===== config.mk =====
export PLATFORM = sky130hd
export DESIGN_NAME = pc_burst_dispatch
export DESIGN_NICKNAME = d
export VERILOG_FILES = /design/src/rtl/pcd_pkg.sv /design/src/rtl/pcd_channel.sv /design/src/rtl/pcd_dispatch.sv /design/src/rtl/pcd_slot_table.sv /design/src/rtl/pc_burst_dispatch.sv
export SDC_FILE = /design/constraint.sdc
export NUM_CORES = 1
export LEC_CHECK = 0
export BUFFER_PORTS_ARGS = -buffer_cell sky130_fd_sc_hd__buf_4
export CELL_PAD_IN_SITES_DETAIL_PLACEMENT = 1
export CELL_PAD_IN_SITES_GLOBAL_PLACEMENT = 2
export CORE_MARGIN = 2
export CORE_UTILIZATION = 30
export CTS_CLUSTER_DIAMETER = 150
export CTS_CLUSTER_SIZE = 24
export DETAILED_ROUTE_END_ITERATION = 12
export PLACE_DENSITY = 0.66
export SETUP_SLACK_MARGIN = 0.4
export SLEW_MARGIN = 10
export SYNTH_ARGS = -nofsm -noshare
export SYNTH_HDL_FRONTEND = slang
export SYNTH_HIERARCHICAL = 1
export SYNTH_SLANG_ARGS = --single-unit

===== constraint.sdc =====
create_clock -name clk -period 5.5 [get_ports clk]
set_input_delay 0.55 -clock clk [delete_from_list [all_inputs] [get_ports clk]]
set_output_delay 0.55 -clock clk [all_outputs]
set_load 0.01 [all_outputs]

===== src/rtl/pcd_pkg.sv =====
package pcd_pkg;
  typedef enum logic [1:0] {
    DIR_NONE = 2'd0,
    DIR_RD   = 2'd1,
    DIR_WR   = 2'd2
  } pc_dir_e;
endpackage


===== src/rtl/pcd_channel.sv =====
module pcd_channel
  import pcd_pkg::*;
#(
  parameter int SVC_CYC = 8,
  parameter int SW_CYC  = 3,
  parameter int CW      = 4
) (
  input  logic          clk,
  input  logic          rst_n,
  input  logic          grant,
  input  logic          want_wr,
  output logic          free,
  output logic [CW-1:0] load_val
);
  pc_dir_e       dir_q, dir_d, want_dir;
  logic [CW-1:0] busy_q, busy_d;
  logic          turn;

  assign want_dir = want_wr ? DIR_WR : DIR_RD;
  assign turn     = (dir_q != DIR_NONE) && (dir_q != want_dir);
  assign load_val = turn ? CW'(SVC_CYC + SW_CYC) : CW'(SVC_CYC);
  assign free     = (busy_q <= CW'(1));

  always_comb begin
    busy_d = (busy_q != '0) ? busy_q - CW'(1) : '0;
    dir_d  = dir_q;
    if (grant) begin
      busy_d = load_val;
      dir_d  = want_dir;
    end
  end

  always_ff @(posedge clk or negedge rst_n) begin
    if (!rst_n) begin
      busy_q <= '0;
      dir_q  <= DIR_NONE;
    end else begin
      busy_q <= busy_d;
      dir_q  <= dir_d;
    end
  end

  // the dispatcher grants only a channel in its last busy cycle or idle
  p_grant_free_r4: assert property (@(posedge clk) disable iff (!rst_n)
    grant |-> busy_q <= CW'(1));
  // first use after reset costs plain service time
  p_first_use_r5: assert property (@(posedge clk) disable iff (!rst_n)
    (grant && dir_q == DIR_NONE) |=> busy_q == CW'(SVC_CYC));
  // a direction flip adds the turnaround
  p_turnaround_r5: assert property (@(posedge clk) disable iff (!rst_n)
    (grant && dir_q != DIR_NONE && dir_q != want_dir) |=> busy_q == CW'(SVC_CYC + SW_CYC));
endmodule


===== src/rtl/pcd_dispatch.sv =====
module pcd_dispatch #(
  parameter int ADDR_W      = 37,
  parameter int LEN_W       = 4,
  parameter int NUM_PCS     = 8,
  parameter int BURST_BYTES = 256,
  parameter int OVH_CYC     = 2,
  parameter int SLW         = 2
) (
  input  logic               clk,
  input  logic               rst_n,
  input  logic               load,
  input  logic               load_wr,
  input  logic [ADDR_W-1:0]  load_addr,
  input  logic [LEN_W-1:0]   load_len,
  input  logic [SLW-1:0]     load_slot,
  input  logic [NUM_PCS-1:0] pc_free,
  output logic               active,
  output logic [NUM_PCS-1:0] grant_vec,
  output logic               grant_wr,
  output logic [SLW-1:0]     grant_slot,
  output logic               grant_last
);
  localparam int SHIFT = $clog2(BURST_BYTES);
  localparam int PCW   = $clog2(NUM_PCS);
  localparam int OW    = $clog2(OVH_CYC + 2);

  logic              act_q, act_d, wr_q, wr_d;
  logic [ADDR_W-1:0] addr_q, addr_d;
  logic [LEN_W-1:0]  left_q, left_d;
  logic [SLW-1:0]    slot_q, slot_d;
  logic [OW-1:0]     ovh_q, ovh_d;
  logic [PCW-1:0]    pc;
  logic              fire;

  assign pc         = addr_q[SHIFT +: PCW];
  assign fire       = act_q && (ovh_q == '0) && pc_free[pc];
  assign grant_vec  = fire ? (NUM_PCS'(1) << pc) : '0;
  assign grant_wr   = wr_q;
  assign grant_slot = slot_q;
  assign grant_last = (left_q == '0);
  assign active     = act_q;

  always_comb begin
    act_d = act_q; wr_d = wr_q; addr_d = addr_q;
    left_d = left_q; slot_d = slot_q; ovh_d = ovh_q;
    if (load) begin
      act_d  = 1'b1;
      wr_d   = load_wr;
      addr_d = load_addr;
      left_d = load_len;
      slot_d = load_slot;
      ovh_d  = OW'(OVH_CYC);
    end else if (act_q && ovh_q != '0) begin
      ovh_d = ovh_q - OW'(1);
    end else if (fire) begin
      addr_d = addr_q + ADDR_W'(BURST_BYTES);
      left_d = left_q - LEN_W'(1);
      if (left_q == '0) act_d = 1'b0;
    end
  end

  always_ff @(posedge clk or negedge rst_n) begin
    if (!rst_n) begin
      act_q <= 1'b0; wr_q <= 1'b0; addr_q <= '0;
      left_q <= '0; slot_q <= '0; ovh_q <= '0;
    end else begin
      act_q <= act_d; wr_q <= wr_d; addr_q <= addr_d;
      left_q <= left_d; slot_q <= slot_d; ovh_q <= ovh_d;
    end
  end

  // a new transaction is loaded only once the previous one has issued all chunks
  p_load_idle_r7: assert property (@(posedge clk) disable iff (!rst_n)
    load |-> !act_q);
endmodule


===== src/rtl/pcd_slot_table.sv =====
module pcd_slot_table #(
  parameter int SLOTS = 4,
  parameter int SLW   = 2,
  parameter int ID_W  = 4,
  parameter int CW    = 4
) (
  input  logic            clk,
  input  logic            rst_n,
  input  logic            alloc,
  input  logic [ID_W-1:0] alloc_id,
  output logic [SLW-1:0]  alloc_slot,
  output logic            has_free,
  input  logic            grant,
  input  logic [SLW-1:0]  grant_slot,
  input  logic            grant_last,
  input  logic [CW-1:0]   grant_load,
  output logic            rsp_valid,
  input  logic            rsp_ready,
  output logic [ID_W-1:0] rsp_id
);
  logic [SLOTS-1:0] used_q, used_d, disp_q, disp_d, done;
  logic [ID_W-1:0]  id_q [SLOTS];
  logic [ID_W-1:0]  id_d [SLOTS];
  logic [CW-1:0]    fin_q [SLOTS];
  logic [CW-1:0]    fin_d [SLOTS];
  logic [SLW-1:0]   free_idx, done_idx, sel_q, rsp_sel;
  logic             any_done, hold_q, pop;

  for (genvar g = 0; g < SLOTS; g++) begin : g_done
    assign done[g] = used_q[g] && disp_q[g] && (fin_q[g] == '0);
  end

  always_comb begin
    free_idx = '0; has_free = 1'b0; done_idx = '0; any_done = 1'b0;
    for (int k = 0; k < SLOTS; k++) begin
      if (!used_q[k] && !has_free) begin free_idx = SLW'(k); has_free = 1'b1; end
      if (done[k] && !any_done) begin done_idx = SLW'(k); any_done = 1'b1; end
    end
  end

  assign rsp_sel    = hold_q ? sel_q : done_idx;
  assign rsp_valid  = hold_q || any_done;
  assign rsp_id     = id_q[rsp_sel];
  assign pop        = rsp_valid && rsp_ready;
  assign alloc_slot = free_idx;

  always_comb begin
    used_d = used_q; disp_d = disp_q;
    for (int k = 0; k < SLOTS; k++) begin
      id_d[k]  = id_q[k];
      fin_d[k] = (fin_q[k] != '0) ? fin_q[k] - CW'(1) : '0;
      if (grant && grant_slot == SLW'(k)) begin
        if (grant_load > fin_d[k]) fin_d[k] = grant_load;
        if (grant_last) disp_d[k] = 1'b1;
      end
      if (pop && rsp_sel == SLW'(k)) used_d[k] = 1'b0;
      if (alloc && free_idx == SLW'(k)) begin
        used_d[k] = 1'b1; disp_d[k] = 1'b0; id_d[k] = alloc_id; fin_d[k] = '0;
      end
    end
  end

  always_ff @(posedge clk or negedge rst_n) begin
    if (!rst_n) begin
      used_q <= '0; disp_q <= '0; hold_q <= 1'b0; sel_q <= '0;
      for (int k = 0; k < SLOTS; k++) begin
        id_q[k] <= '0; fin_q[k] <= '0;
      end
    end else begin
      used_q <= used_d; disp_q <= disp_d;
      hold_q <= rsp_valid && !rsp_ready;
      sel_q  <= rsp_sel;
      for (int k = 0; k < SLOTS; k++) begin
        id_q[k] <= id_d[k]; fin_q[k] <= fin_d[k];
      end
    end
  end

  // the front end allocates only while a slot is free
  p_alloc_free_r8: assert property (@(posedge clk) disable iff (!rst_n)
    alloc |-> !used_q[free_idx]);
  // a response is shown only for a fully dispatched, drained slot
  p_rsp_drained_r6: assert property (@(posedge clk) disable iff (!rst_n)
    rsp_valid |-> (disp_q[rsp_sel] && fin_q[rsp_sel] == '0));
endmodule


===== src/rtl/pc_burst_dispatch.sv =====
module pc_burst_dispatch #(
  parameter int ADDR_W      = 37,
  parameter int LEN_W       = 4,
  parameter int ID_W        = 4,
  parameter int NUM_PCS     = 8,
  parameter int BURST_BYTES = 256,
  parameter int MAX_OUT     = 4,
  parameter int SVC_CYC     = 8,
  parameter int SW_CYC      = 3,
  parameter int OVH_CYC     = 2
) (
  input  logic              clk,
  input  logic              rst_n,
  input  logic              req_valid,
  output logic              req_ready,
  input  logic              req_write,
  input  logic [ADDR_W-1:0] req_offset,
  input  logic [LEN_W-1:0]  req_len,
  input  logic [ID_W-1:0]   req_id,
  output logic              rsp_valid,
  input  logic              rsp_ready,
  output logic [ID_W-1:0]   rsp_id
);
  localparam int CW  = $clog2(SVC_CYC + SW_CYC + 1);
  localparam int SLW = (MAX_OUT > 1) ? $clog2(MAX_OUT) : 1;

  logic               accept, dsp_act, has_free, g_wr, g_last, any_grant;
  logic [SLW-1:0]     alloc_slot, g_slot;
  logic [NUM_PCS-1:0] pc_free, grant_vec;
  logic [CW-1:0]      ch_load [NUM_PCS];
  logic [CW-1:0]      g_load;

  assign req_ready = !dsp_act && has_free;
  assign accept    = req_valid && req_ready;
  assign any_grant = |grant_vec;

  always_comb begin
    g_load = '0;
    for (int k = 0; k < NUM_PCS; k++)
      if (grant_vec[k]) g_load = ch_load[k];
  end

  pcd_dispatch #(
    .ADDR_W(ADDR_W), .LEN_W(LEN_W), .NUM_PCS(NUM_PCS),
    .BURST_BYTES(BURST_BYTES), .OVH_CYC(OVH_CYC), .SLW(SLW)
  ) u_dispatch (
    .clk(clk), .rst_n(rst_n), .load(accept), .load_wr(req_write),
    .load_addr(req_offset), .load_len(req_len), .load_slot(alloc_slot),
    .pc_free(pc_free), .active(dsp_act), .grant_vec(grant_vec),
    .grant_wr(g_wr), .grant_slot(g_slot), .grant_last(g_last)
  );

  for (genvar g = 0; g < NUM_PCS; g++) begin : g_ch
    pcd_channel #(.SVC_CYC(SVC_CYC), .SW_CYC(SW_CYC), .CW(CW)) u_ch (
      .clk(clk), .rst_n(rst_n), .grant(grant_vec[g]), .want_wr(g_wr),
      .free(pc_free[g]), .load_val(ch_load[g])
    );
  end

  pcd_slot_table #(.SLOTS(MAX_OUT), .SLW(SLW), .ID_W(ID_W), .CW(CW)) u_slots (
    .clk(clk), .rst_n(rst_n), .alloc(accept), .alloc_id(req_id),
    .alloc_slot(alloc_slot), .has_free(has_free), .grant(any_grant),
    .grant_slot(g_slot), .grant_last(g_last), .grant_load(g_load),
    .rsp_valid(rsp_valid), .rsp_ready(rsp_ready), .rsp_id(rsp_id)
  );

  // a stalled response keeps its valid and tag
  p_rsp_hold_r9: assert property (@(posedge clk) disable iff (!rst_n)
    (rsp_valid && !rsp_ready) |=> (rsp_valid && $stable(rsp_id)));
endmodule


==> results of run 1 <==
## logic make-up (layout without fill, tap and decap cells)
| logic type | after synthesis | after routing |
|---|---|---|
| compound gates | 160 | 160 |
| xor+xnor | 1 | 1 |
| fa+ha+maj | 24 | 24 |
| buf+inv | 72 | 70 |
| flops | 104 | 104 |
| mux | 59 | 59 |
| other cells | 16 | 16 |
| simple gates | 191 | 191 |
## per-stage QoR
stage	utilization	hold WS [ps]
after floorplan	-	254
after global placement	0.317	476
after detailed placement	0.317	489
after CTS	0.333	266
after global routing	0.333	286
final	0.333	241
## final timing paths
path / start / to
worst max register to register: g_ch[7].u_ch/busy_q[1] / u_slots/fin_q[4]
worst min register to register: u_slots/disp_q[1] / u_slots/disp_q[1]
max in group asynchronous: rst_n / u_slots/fin_q[9]
worst min-delay path: rst_n / u_slots/fin_q[13]
worst max-delay path: g_ch[7].u_ch/busy_q[1] / u_slots/fin_q[4]
min in group clk: rsp_ready / u_slots/hold_q
## per-layer routing
layer / global-route usage / wire length (microns) / vias up / share of wire
li1: - / - / 2174 / -
met1: 0.170 / 6670 / 2291 / 0.46
met2: 0.255 / 7470 / 34 / 0.51
met3: 0.0281 / 289 / 9 / 0.020
met4: 0.0348 / 144 / 0 / 0.0099
met5: 0 / 0 / - / 0
## layout make-up
type,count,area [sq um]
Timing Repair Buffer,29,218
Sequential cell,104,2600
Tap cell,270,338
Fill cell,2313,13500
Clock inverter,5,86.3
Inverter,25,93.8
Multi-Input combinational cell,451,3180
Clock buffer,11,233
## flip-flops by register name, summed over array words and instances, names as in the netlist, 3 cells and up
| name | flops |
|---|---|
| u_slots/disp_q | 4 |
| g_ch.u_ch/dir_q | 16 |
| g_ch.u_ch/busy_q | 32 |
| u_dispatch/left_q | 4 |
| u_slots/used_q | 4 |
| u_slots/fin_q | 16 |
| u_slots/id_q | 16 |
| u_dispatch/addr_q | 3 |
## power groups by stage
| stage | Combinational [mW] | Sequential (mW) | Clock (mW) |
|---|---|---|---|
| 3_5_place_dp | 1.89 | 1.28 | 0 |
| 5_1_grt | 2.09 | 1.31 | 0.760 |
| 6_report | 1.86 | 1.27 | 0.701 |
| 3_3_place_gp | 1.79 | 1.26 | 0 |
| 4_1_cts | 1.90 | 1.27 | 0.731 |
| 2_1_floorplan | 1.51 | 1.21 | 0 |
## placed cells by master, fill, tap and decap left out, types with 5 or more instances in the layout
| cell type | n |
|---|---|
| a21oi_1 | 51 |
| inv_2 | 8 |
| o21ai_0 | 32 |
| conb_1 | 16 |
| nand3_1 | 9 |
| buf_4 | 29 |
| nor2b_1 | 8 |
| and3_1 | 6 |
| mux2i_1 | 18 |
| nand2b_1 | 12 |
| mux2_2 | 28 |
| clkbuf_16 | 9 |
| or2_2 | 10 |
| nand4_1 | 6 |
| nand2_1 | 38 |
| o21ai_1 | 6 |
| and2_1 | 5 |
| o21a_1 | 6 |
| nor2_1 | 60 |
| a22oi_2 | 8 |
| mux2_4 | 8 |
| inv_1 | 17 |
| o31ai_1 | 17 |
| dfrtp_1 | 104 |
| a31oi_1 | 7 |
| nor3_1 | 12 |
| ha_1 | 24 |
| nand3b_1 | 9 |
## worst max-delay path, delay by kind of cell (launching register included)
| kind | cells | cell delay [ps] |
|---|---|---|
| AO/OA/AOI/OAI | 4 | 1060 |
| adder cells (fa/ha/maj) | 1 | 370 |
| flip-flops | 1 | 420 |
| multiplexers | 2 | 570 |
| AND/OR/NAND/NOR | 8 | 2070 |
==> flow_metrics.tcl, run 1 <==
set metrics [dict create \
    switching_share 0.413 \
    p_total_mw 3.83 \
    area_growth_pct 8.85 \
    p_switching_mw 1.58 \
    yosys.area_share.simple 0.157 \
    post_cts_resized 0 \
    drtPass1Iterations 4 \
    coreArea_sq_um 20300 \
    ir_worst_vdd_mv 0.175 \
    synth_fa_ha_area_frac 0.0484 \
    endpoint_kind "flip-flop" \
    grt_pass1_vias 4910 \
    stdcell_count 895 \
    cts_max_path_buffers 2 \
    grt_max_degree 54 \
    worst-path-max-fanout 16 \
    synth_area_sq_um 6210 \
    min_period_over_period 0.844 \
    slew_headroom 0.391 \
    place.gp.congestion 0.770 \
    vias_per_cell 5.04 \
    synth_most_common_cell "dfrtp_1" \
    tns_ps 0 \
    ys.warnings.count 6 \
    ys.flop_type "dfrtp_1" \
    leakage_nw 3.07 \
    ys_ff_latch 104 \
    timing.final.ws_setup_ps 858 \
    cts_htree_levels 3 \
    crit_chain "nor3_1, mux4_1, and2_1, and3_1, nor2b_1, a221oi_1, o21ai_1, a221o_1, ha_1, nand3_1, o22ai_1, nor2_1, nor4_4, mux2i_1, nor2_1" \
    antenna_found_initial 0 \
    ys_seq_area_frac 0.419 \
    ys_types 63 \
    critical_path.startpoint_type "flip-flop" \
    grt_setup_unrepaired "no" \
    synth_top_family_by_area "compound AO/OA/AOI/OAI gates" \
    synthArstFlopShare 1.00 \
    die_w_microns 148 \
    final_max_slew_viol_count 0 \
    synthTopCellsByCount "dfrtp_1 (104), nor2_1 (60), a21oi_1 (51)" \
    numCtsBuffers 9 \
    dp.cells 879 \
    clk_pin_slew_ps 70 \
    layout_min_cycle_time_ps 4640 \
    syn_nets 701 \
    outcome "finished clean" \
    crit_top_cell "nor2_1" \
    r2r_slack_ps 860 \
    grt_overflow 0 \
    fin_skew_ps 7.00 \
    cts_root_buffer "clkbuf_16" \
    placed_area_sq_um 6440 \
    pin_count 56 \
    routed_wl_mm 14.6 \
    die_area_sq_um 21900 \
    dp_slack_ps 776 \
    cts_setup_buffers 0 \
    dp_hpwl_mm 10.5 \
    num_antenna_cells 0 \
    cap_violations 0 \
    seqPwrFrac 0.332 \
    synth.avg_cell_area_sq_um 9.90 \
    critPathSlowestCell "and3_1" \
    vias 4508 \
    tightest_slew_ps 909 \
    hold_path.class "in -> async" \
    pwr-share-comb 0.485 \
    path_class "reg -> reg" \
    insertion_delay_ps 350 \
    netlist_instances 627 \
    final_area_sq_um 6760 \
    synthTopCellsByArea "dfrtp_1 (42%), mux2_2 (5.1%), ha_1 (4.8%)" \
    cts_tree "built" \
    clock_power_share 0.183 \
    dieHeight_microns 148 \
    worst_ep_required_time_ps 5700 \
    cts_sinks 104 \
    io_buffer_count 21 \
    drt-initial-drc-count 161 \
    final-hold-violation-count 0 \
    rows 52 \
    synth_compound_area_frac 0.178 \
    ctsHoldBuffers 0 \
    synth_area_leader_cell "dfrtp_1" \
    finalSetupViolCount 0 \
    nets 694 \
    fmax_mhz 215 \
    cp.arrival_ps 4840 \
    grt_pass1_wl_mm 24.7 \
    synth_top_area_frac 0.419 \
    floorplan.initialDensity 0.306 \
    cp_slowest_stage_delay_ps 540 \
    antenna_left 0 \
    drive_above_1_share 0.195 \
    synth_edf_count 0 \
    track_usage 0.140 \
    drc 0 \
    reg2reg_depth 15 \
    p_int_mw 2.25 \
    wl_per_cell_microns 16.3 \
    synth_mux_area_frac 0.118 \
    synthXorXnorAreaFrac 0.00141 \
    p_per_area_nw_per_um2 567 \
]
(Power assumes the default switching activity.)
==> inputs of run 2 (changes only) <==
--- a/config.mk
+++ b/config.mk
@@ -13,7 +13,7 @@
 export CTS_CLUSTER_DIAMETER = 150
 export CTS_CLUSTER_SIZE = 24
 export DETAILED_ROUTE_END_ITERATION = 12
-export PLACE_DENSITY = 0.66
+export PLACE_DENSITY = 0.68
 export SETUP_SLACK_MARGIN = 0.4
 export SLEW_MARGIN = 10
 export SYNTH_ARGS = -nofsm -noshare
==> constraint.sdc (replaced) <==
create_clock -name clk -period 3.84 [get_ports clk]
set_input_delay 0.384 -clock clk [delete_from_list [all_inputs] [get_ports clk]]
set_output_delay 0.384 -clock clk [all_outputs]
set_load 0.01 [all_outputs]
==> run 2 against run 1 <==
Effect of this change:
- the flow now finishes with violations (setup timing)
- critical path type unchanged
- design area grew 17%
- global-route usage grew 1.1 points
- die area is the same
- clock power grew 28%
- sequential power grew 43%
- fmax grew 21%
- critical path depth grew 3
==> flow_metrics.tcl, run 2 (synthesis gave the netlist of run 1 again) <==
set metrics [dict create \
    final-hold-violation-count 0 \
    grt_pass1_vias 5272 \
    dp_hpwl_mm 11.5 \
    num_antenna_cells 0 \
    worst-path-max-fanout 5 \
    dieHeight_microns 148 \
    endpoint_kind "flip-flop" \
    final_common_cell "dfrtp_1" \
    die_w_microns 148 \
    fill_cells 2310 \
    area_growth_pct 27.3 \
    io_buffer_count 21 \
    layout_common_cells "dfrtp_1 (103), buf_4 (102), nor2_1 (53)" \
    worst_ep_required_time_ps 4130 \
    critical_path.startpoint_type "flip-flop" \
    routed_wl_mm 16.0 \
    fin_skew_ps 6.86 \
    ir_worst_vdd_mv 0.388 \
    antenna_left 0 \
    floorplan.initialDensity 0.306 \
    drc 0 \
    violations "setup timing" \
    clk_pin_slew_ps 70 \
    largest_reg_flops 32 \
    drt-initial-drc-count 144 \
    numCtsBuffers 9 \
    register_area_sq_um 2600 \
    cts_sinks 104 \
    antenna_found_initial 0 \
    final_max_slew_viol_count 0 \
    grt_pass1_wl_mm 26.3 \
    tightest_slew_ps 764 \
    finalSetupViolCount 2 \
    dp_slack_ps -360 \
    grt_overflow 0 \
    cts_max_path_buffers 2 \
    fin_util 0.389 \
    wl_per_cell_microns 16.2 \
    drtPass1Iterations 4 \
    hold_path.class "in -> async" \
    cp.arrival_ps 4140 \
    insertion_delay_ps 360 \
    dp.cells 943 \
    stdcell_count 985 \
    layout_min_cycle_time_ps 3850 \
    drive_above_1_share 0.396 \
    pin_count 56 \
    p_per_area_nw_per_um2 832 \
    cts_root_buffer "clkbuf_16" \
    leakage_nw 3.62 \
    cts_tree "built" \
    track_usage 0.151 \
    outcome "finished with violations" \
    path_class "reg -> reg" \
    die_area_sq_um 21900 \
    place.gp.congestion 0.784 \
    fmax_mhz 260 \
    nets 784 \
    vias_per_cell 4.93 \
    multiInputGateArea_sq_um 3610 \
    vias 4857 \
    timing.final.ws_setup_ps -9.18 \
    rows 52 \
    grt_max_degree 56 \
    min_period_over_period 1.00 \
    cap_violations 0 \
    slew_headroom 0.490 \
    cts_htree_levels 3 \
    grt_setup_unrepaired "yes" \
    coreArea_sq_um 20300 \
    top_register "g_ch.u_ch/busy_q" \
]
-- run 2: critical path, stage by stage, from the launching register on --
cell	delay, ps
dfrtp_1	400
nor3_4	70
buf_6	120
mux4_2	460
mux2_4	300
and3_4	170
nor2b_4	140
buf_6	110
a221oi_2	240
o21ai_2	100
a221o_1	340
inv_2	100
ha_1	140
nor2b_1	40
o21a_1	170
o21a_1	220
o2111ai_4	320
mux2i_1	220
nor2b_1	140
-- run 2: layer usage --
metal | share of wire | GRT usage | wire, microns | vias up
met3 | 0.022 | 0.0340 | 348 | 19
met4 | 0.017 | 0.0362 | 265 | 0
met1 | 0.43 | 0.180 | 6870 | 2441
met5 | 0 | 0 | 0 | -
li1 | - | - | - | 2355
met2 | 0.53 | 0.275 | 8460 | 42
-- run 2: final timing paths --
| check | start | endpoint | slack [ps] | depth (start not counted) |
|---|---|---|---|---|
| max | g_ch[5].u_ch/busy_q[3] | u_slots/fin_q[11] | -9 | 18 |
| min | rst_n | u_slots/fin_q[14] | 80 | 1 |
| max reg2reg | g_ch[5].u_ch/busy_q[3] | u_slots/fin_q[11] | -9 | 18 |
| min reg2reg | u_slots/disp_q[2] | u_slots/disp_q[2] | 500 | 2 |
| max in group asynchronous | rst_n | g_ch[7].u_ch/busy_q[0] | 2800 | 2 |
| min in group clk | rsp_ready | u_slots/hold_q | 210 | 2 |
-- run 2: report_power, final --
part	internal (mW)	switching [mW]
Combinational	1.98	1.89
Sequential	1.46	0.348
Clock	0.467	0.432
Total	3.91	2.67
-- run 2: area by class of cell --
cell class | instances | area share
Clock buffer | 10 | 0.0303
Clock inverter | 6 | 0.00634
Inverter | 25 | 0.0119
Multi-Input combinational cell | 451 | 0.457
Sequential cell | 104 | 0.330
Tap cell | 270 | 0.0428
Timing Repair Buffer | 119 | 0.122
-- run 2: what timing repair did --
item | 4_1_cts | 5_1_grt
pin swaps | 28 | 15
resized for setup | 67 | 25
buffers inserted | 15 | 11
hold buffers | 0 | 0
cloned | 0 | 0
setup endpoints to repair | 16 | 16
-- run 2: through the flow --
step	hold slack (ps)	setup TNS (ps)	total power [mW]	instance area, sq um
2_1_floorplan	88.4	0	3.98	6250
3_3_place_gp	476	-2360	4.81	6980
3_5_place_dp	494	-4640	5.01	6980
4_1_cts	128	-66.3	6.37	7690
5_1_grt	137	-2290	7.12	7900
6_report	80.5	-15.0	6.57	7900
